### src/rtl/rnd_pkg.sv
package rnd_pkg;

    // Result classes chosen after rounding; each selects one packing rule.
    typedef enum logic [2:0] {
        CLS_ZERO   = 3'd0,
        CLS_FINITE = 3'd1,
        CLS_INF    = 3'd2,
        CLS_MAXF   = 3'd3,
        CLS_NAN    = 3'd4
    } res_class_e;

    localparam logic [1:0] RM_NEAREST = 2'b00;
    localparam logic [1:0] RM_TOZERO  = 2'b01;

endpackage

### src/rtl/rnd_incr.sv
module rnd_incr #(
    parameter int MAN_W  = 23,
    parameter int XTRA_W = 2
) (
    input  logic [MAN_W+XTRA_W:0] sig,
    input  logic                  sticky,
    input  logic                  rtz,
    output logic [MAN_W-1:0]      frac,
    output logic                  carry,
    output logic                  lost
);
    localparam int KEEP_W = MAN_W + 1;

    logic [KEEP_W-1:0] kept;
    logic              guard;
    logic              rest;
    logic              inc;
    logic [KEEP_W:0]   sum;

    assign kept  = sig[MAN_W+XTRA_W:XTRA_W];
    assign guard = sig[XTRA_W-1];

    generate
        if (XTRA_W > 1) begin : g_multi
            assign rest = (|sig[XTRA_W-2:0]) | sticky;
        end else begin : g_single
            assign rest = sticky;
        end
    endgenerate

    // nearest-even: above half, or exactly half with odd LSB
    assign inc   = !rtz && guard && (rest || kept[0]);
    assign sum   = {1'b0, kept} + {{KEEP_W{1'b0}}, inc};
    assign carry = sum[KEEP_W];
    // on carry-out the significand is 10.00..0; shift right by one
    assign frac  = carry ? sum[MAN_W:1] : sum[MAN_W-1:0];
    assign lost  = guard | rest;

endmodule

### src/rtl/rnd_range.sv
module rnd_range
    import rnd_pkg::*;
#(
    parameter int EXP_W    = 8,
    parameter int EXP_IN_W = 10
) (
    input  logic [EXP_IN_W-1:0] exp_in,
    input  logic                carry,
    input  logic                is_zero,
    input  logic                inv,
    input  logic                rtz,
    output res_class_e          cls,
    output logic [EXP_W-1:0]    bexp,
    output logic                ovf,
    output logic                unf
);
    localparam int BW   = EXP_IN_W + 2;
    localparam int BIAS = (2 ** (EXP_W - 1)) - 1;
    localparam int TOPV = (2 ** EXP_W) - 1;

    logic [BW-1:0] be;
    logic          neg;
    logic          big;
    logic          tiny;

    assign be   = {{2{exp_in[EXP_IN_W-1]}}, exp_in} + BW'(BIAS) + BW'(carry);
    assign neg  = be[BW-1];
    assign big  = !neg && (be >= BW'(TOPV));
    assign tiny = neg || (be == '0);
    assign bexp = be[EXP_W-1:0];

    always_comb begin
        cls = CLS_FINITE;
        ovf = 1'b0;
        unf = 1'b0;
        if (inv) begin
            cls = CLS_NAN;
        end else if (is_zero) begin
            cls = CLS_ZERO;
        end else if (big) begin
            ovf = 1'b1;
            cls = rtz ? CLS_MAXF : CLS_INF;
        end else if (tiny) begin
            unf = 1'b1;
            cls = CLS_ZERO;
        end
    end

endmodule

### src/rtl/rnd_outreg.sv
module rnd_outreg
    import rnd_pkg::*;
#(
    parameter int EXP_W = 8,
    parameter int MAN_W = 23
) (
    input  logic                   clk,
    input  logic                   rst_n,
    input  logic                   in_valid,
    input  res_class_e             cls,
    input  logic                   sign,
    input  logic [EXP_W-1:0]       bexp,
    input  logic [MAN_W-1:0]       frac,
    input  logic                   ovf,
    input  logic                   unf,
    input  logic                   lost,
    input  logic                   inv,
    input  logic                   dz,
    input  logic                   err,
    output logic                   out_valid,
    output logic [EXP_W+MAN_W:0]   out_word,
    output logic                   out_inv,
    output logic                   out_dz,
    output logic                   out_ovf,
    output logic                   out_unf,
    output logic                   out_inx,
    output logic                   out_err
);
    localparam int WORD_W = EXP_W + MAN_W + 1;

    logic [WORD_W-1:0] word_d;
    logic              inx_d;

    always_comb begin
        unique case (cls)
            CLS_ZERO:   word_d = {sign, {(WORD_W-1){1'b0}}};
            CLS_FINITE: word_d = {sign, bexp, frac};
            CLS_INF:    word_d = {sign, {EXP_W{1'b1}}, {MAN_W{1'b0}}};
            CLS_MAXF:   word_d = {sign, {(EXP_W-1){1'b1}}, 1'b0, {MAN_W{1'b1}}};
            CLS_NAN:    word_d = {1'b0, {EXP_W{1'b1}}, 1'b1, {(MAN_W-1){1'b0}}};
            default:    word_d = '0;
        endcase
        inx_d = ovf | unf | (lost && (cls == CLS_FINITE));
    end

    always_ff @(posedge clk or negedge rst_n) begin
        if (!rst_n) begin
            out_valid <= 1'b0;
            out_word  <= '0;
            out_inv   <= 1'b0;
            out_dz    <= 1'b0;
            out_ovf   <= 1'b0;
            out_unf   <= 1'b0;
            out_inx   <= 1'b0;
            out_err   <= 1'b0;
        end else begin
            out_valid <= in_valid;
            out_word  <= in_valid ? word_d : '0;
            out_inv   <= in_valid & inv;
            out_dz    <= in_valid & dz;
            out_ovf   <= in_valid & ovf;
            out_unf   <= in_valid & unf;
            out_inx   <= in_valid & inx_d;
            out_err   <= in_valid & err;
        end
    end

endmodule

### src/rtl/rnd_unit.sv
module rnd_unit
    import rnd_pkg::*;
#(
    parameter int EXP_W    = 8,
    parameter int MAN_W    = 23,
    parameter int XTRA_W   = 2,
    parameter int EXP_IN_W = 10
) (
    input  logic                      clk,
    input  logic                      rst_n,
    input  logic                      in_valid,
    input  logic [1:0]                rm,
    input  logic                      in_sign,
    input  logic [EXP_IN_W-1:0]       in_exp,
    input  logic [MAN_W+XTRA_W:0]     in_sig,
    input  logic                      in_sticky,
    input  logic                      in_inv,
    input  logic                      in_dz,
    input  logic                      in_den,
    input  logic                      dn_mode,
    output logic                      out_valid,
    output logic [EXP_W+MAN_W:0]      out_word,
    output logic                      out_inv,
    output logic                      out_dz,
    output logic                      out_ovf,
    output logic                      out_unf,
    output logic                      out_inx,
    output logic                      out_err
);
    localparam int SIG_W = MAN_W + XTRA_W + 1;

    logic             rtz;
    logic             is_zero;
    logic [MAN_W-1:0] frac;
    logic             carry;
    logic             lost;
    res_class_e       cls;
    logic [EXP_W-1:0] bexp;
    logic             ovf;
    logic             unf;
    logic             err;

    // reserved encodings fall back to nearest
    assign rtz     = (rm == RM_TOZERO);
    assign is_zero = !in_sig[SIG_W-1];
    assign err     = in_den & ~dn_mode;

    rnd_incr #(.MAN_W(MAN_W), .XTRA_W(XTRA_W)) u_incr (
        .sig    (in_sig),
        .sticky (in_sticky),
        .rtz    (rtz),
        .frac   (frac),
        .carry  (carry),
        .lost   (lost)
    );

    rnd_range #(.EXP_W(EXP_W), .EXP_IN_W(EXP_IN_W)) u_range (
        .exp_in  (in_exp),
        .carry   (carry),
        .is_zero (is_zero),
        .inv     (in_inv),
        .rtz     (rtz),
        .cls     (cls),
        .bexp    (bexp),
        .ovf     (ovf),
        .unf     (unf)
    );

    rnd_outreg #(.EXP_W(EXP_W), .MAN_W(MAN_W)) u_out (
        .clk       (clk),
        .rst_n     (rst_n),
        .in_valid  (in_valid),
        .cls       (cls),
        .sign      (in_sign),
        .bexp      (bexp),
        .frac      (frac),
        .ovf       (ovf),
        .unf       (unf),
        .lost      (lost),
        .inv       (in_inv),
        .dz        (in_dz),
        .err       (err),
        .out_valid (out_valid),
        .out_word  (out_word),
        .out_inv   (out_inv),
        .out_dz    (out_dz),
        .out_ovf   (out_ovf),
        .out_unf   (out_unf),
        .out_inx   (out_inx),
        .out_err   (out_err)
    );

endmodule

### config.mk
export PLATFORM = sky130hd
export DESIGN_NAME = rnd_unit
export DESIGN_NICKNAME = d
export VERILOG_FILES = /design/src/rtl/rnd_pkg.sv /design/src/rtl/rnd_incr.sv /design/src/rtl/rnd_range.sv /design/src/rtl/rnd_outreg.sv /design/src/rtl/rnd_unit.sv
export SDC_FILE = /design/constraint.sdc
export NUM_CORES = 1
export LEC_CHECK = 0
export BUFFER_PORTS_ARGS = -buffer_cell sky130_fd_sc_hd__buf_2
export CORE_MARGIN = 5
export CORE_UTILIZATION = 55
export DETAILED_ROUTE_END_ITERATION = 10
export HOLD_SLACK_MARGIN = 0.02
export PLACE_DENSITY_LB_ADDON = 0.3
export RECOVER_POWER = 25
export SYNTH_ARGS = -nofsm -noshare
export SYNTH_HDL_FRONTEND = slang
export SYNTH_SLANG_ARGS = --single-unit
### constraint.sdc
create_clock -name clk -period 1.1 [get_ports clk]
set_input_delay 0.11 -clock clk [delete_from_list [all_inputs] [get_ports clk]]
set_output_delay 0.11 -clock clk [all_outputs]
set_load 0.005 [all_outputs]
==> metrics.md <==
| Metric | Value |
|---|---|
| Synth area leaders | `dfrtp_1, xnor2_1, nand2_1` |
| Post-place instance area | `3910 um2` |
| DR vias/cell | `7.43` |
| Register area share after synthesis | `37.6%` |
| Mapped Cells | `282` |
| Post-synth top cells | `dfrtp_1, nand2_1, nor2_1` |
| Cell accounting for the most synthesized area | `dfrtp_1` |
| Async S/R FF share, synth | `100%` |
| Total track usage | `45.7%` |
| Synthesized area | `2600 um2` |
| Number of global-route vias before repair | `3743` |
| Post-Place Worst Slack | `-2.77 ns` |
| FP Rows | `25` |
| Critical Path RT | `1.28 ns` |
| CTS tree | `done` |
| WS Path Type | `in2reg` |
| Max Fclk | `280 MHz` |
| Int Pwr | `2710 uW` |
| Sink Count | `39` |
| Final Hold Fails | `0` |
| First-pass GRT wire length | `21100 um` |
| Worst Max-Slew Pin Slew | `0.515 ns` |
| Crit-path max FO | `7` |
| Total CTS buffers | `5` |
| Routed vias | `3998` |
| Sw frac | `34.5%` |
| Core box area | `4660 um2` |
| Largest net degree at the start of global routing | `32` |
| LEAKAGE | `0.00222 uW` |
| Area of the multi-input gates | `1880 um2` |
| Final net count | `532` |
| Comb pwr share | `31.3%` |
| RSZ-0062 raised after global routing | `yes` |
| Sw power | `1420 uW` |
| Clk slew on worst S/H paths | `0.09 ns` |
| Hold crit path type | `in2reg` |
| Initial antenna violation count | `1` |
| Layout cells sized above 1 | `58.5%` |
| WL per Instance | `30.8 um` |
| Run status | `finished with violations` |
| CTS Buffer Depth | `2` |
| Slew margin rel. | `65.6%` |
| Top-count cell post-synth | `dfrtp_1` |
| #FFs+latches synth | `39` |
| Max-Cap Viols | `0` |
| Antenna viol nets, final | `0` |
| Max incr delay on CP | `0.37 ns` |
| Final GP Congestion | `0.953` |
| Max stage delay cell, worst path | `or3_4` |
| Die Y | `78.7 um` |
| Slew Viols, Final | `0` |
| Hold Startpoint | `in_dz` |
| Mean Syn Cell Area | `9.22 um2` |
| Failing checks | `setup timing` |
| Setup slack after layout | `-2.47 ns` |
| Drt pass-1 iters | `8` |
| I/O Buffers | `85` |
| Synth cell types | `59` |
| Reg power frac | `36.5%` |
| Die ar. | `6200 um2` |
| Finished Cell Area | `4490 um2` |
| Crit path buffers/inverters | `5` |
| Ports | `86` |
| CP startpoint | `rm[1]` |
| Top-area cell type share of the netlist area | `37.6%` |
| Final wirelength | `16600 um` |
| Post-DP HPWL | `6990 um` |
| Critical path, cell by cell | `buf_6 -> nand2b_4 -> and3_4 -> ha_4 -> nand2_2 -> or2_4 -> nor3_4 -> and3_4 -> nand3_4 -> inv_4 -> ha_4 -> ha_4 -> xor3_1 -> buf_6 -> or3_4 -> nor2_4 -> and4_4 -> mux2i_2 -> nor3b_4 -> mux2i_4 -> buf_6 -> buf_12 -> a21oi_2` |
| Period utilization | `325%` |
| Final min period | `3.57 ns` |
| Crit-path leading delay family | `simple AND/OR/NAND/NOR gates` |
| # fillers | `93` |
| Final setup viols | `34` |
| Width of the die | `78.7 um` |
| Setup crit start kind | `input pin` |
| Syn Nets | `333` |
| Initial Util | `55.8%` |
| Cell Pwr Density | `921 nW/um2` |
| Number of flops mapped to enable cells by yosys | `0` |
| FF+latch area | `976 um2` |
| CP Data Arrival Time | `3.75 ns` |
| H-tree depth | `2` |
| DRT iter0 DRCs | `845` |
| Setup crit end kind | `flop` |
| Yosys warning total | `0` |
| Grt ovf | `0` |
| Worst vdd ir | `0.739 mV` |
| Clock Root Buffer | `clkbuf_8` |
| Top FF cell, synth | `dfrtp_1` |
| Area delta synth->final | `72.6%` |
| Clock Power Share | `32.2%` |
| TNS Setup | `-80.98 ns` |
| Residual DRC | `0` |
==> sequential cells by signal, summed over array words and instances, names as in the netlist <==
register         flops
u_out.out_dz         1
u_out.out_inx        1
u_out.out_word      32
u_out.out_err        1
u_out.out_unf        1
u_out.out_inv        1
u_out.out_ovf        1
u_out.out_valid      1
==> cell usage in the layout (no fill, tap or decap), drive strengths merged, types with 4 or more instances in the layout <==
master,synthesis,final
and2,4,4
mux2i,4,4
xnor2,17,17
o21ai,10,10
ha,4,4
inv,11,11
nor2,25,25
o31ai,4,4
nor4,4,4
nand3,10,10
or3,5,5
a21oi,28,28
nor3,10,10
nand2,33,33
clkbuf,5,8
xor2,10,10
and3,7,7
buf,7,200
dfrtp,39,39
==> cell type report <==
class                           instances  share of cell area [%]
Sequential cell                        39                    21.8
Tap cell                               54                    1.51
Inverter                               11                    1.03
Clock inverter                          3                   0.976
Antenna cell                            2                   0.112
Clock buffer                            5                    1.53
Multi-Input combinational cell        220                    42.0
Timing Repair Buffer                  204                    31.1
==> through the flow <==
stage	cells	power [uW]	util, %	hold WS (ns)
final	538	4130	96.2	0.0474
after global routing	537	4190	96.2	0.0425
after CTS	532	3810	94.1	0.0456
after detailed placement	507	2460	83.9	-0.0272
after global placement	507	2410	83.9	-0.0309
after floorplan	282	1940	-	-0.186
==> routing by layer <==
metal	GRT usage (%)	routed length, um	part of all wire (%)	vias up
met5	0	0	0	-
met3	13.2	2600	16	250
met4	34.4	2100	13	0
li1	-	-	-	1403
met2	71.8	6850	41	570
met1	52.7	5020	30	1775
==> repair_timing <==
action,CTS,global route
resized for setup,52,23
setup buffers,15,8
endpoints found under the hold margin,39,0
cloned,2,0
setup endpoints to repair,34,34
pin swaps,18,6
hold buffers,1,0
==> kinds of logic after synthesis <==
kind of cell	after synthesis	synth area share, %
AO/OA/AOI/OAI	67	20.7
XOR/XNOR	28	10.0
adder cells (fa/ha/maj)	4	1.93
buffers and inverters	23	4.28
flip-flops	39	37.6
multiplexers	4	2.02
AND/OR/NAND/NOR	117	23.5
==> path summary, 6_finish.rpt <==
check	end	slack, ns	cells after the start
max	u_out.out_word[10]$_DFF_PN0_	-2.47	23
min	u_out.out_dz$_DFF_PN0_	0.05	2
max in group asynchronous	u_out.out_word[2]$_DFF_PN0_	0.15	3
min in group asynchronous	u_out.out_word[30]$_DFF_PN0_	0.27	2
==> power groups by stage <==
| stage | logic, uW | clock network, uW | registers [uW] |
|---|---|---|---|
| after global routing | 1320 | 1350 | 1510 |
| after global placement | 889 | 0 | 1530 |
| final | 1290 | 1330 | 1510 |
| after floorplan | 402 | 0 | 1540 |
| after CTS | 1090 | 1220 | 1500 |
| after detailed placement | 930 | 0 | 1530 |
Power figures use the tool's default switching activity.
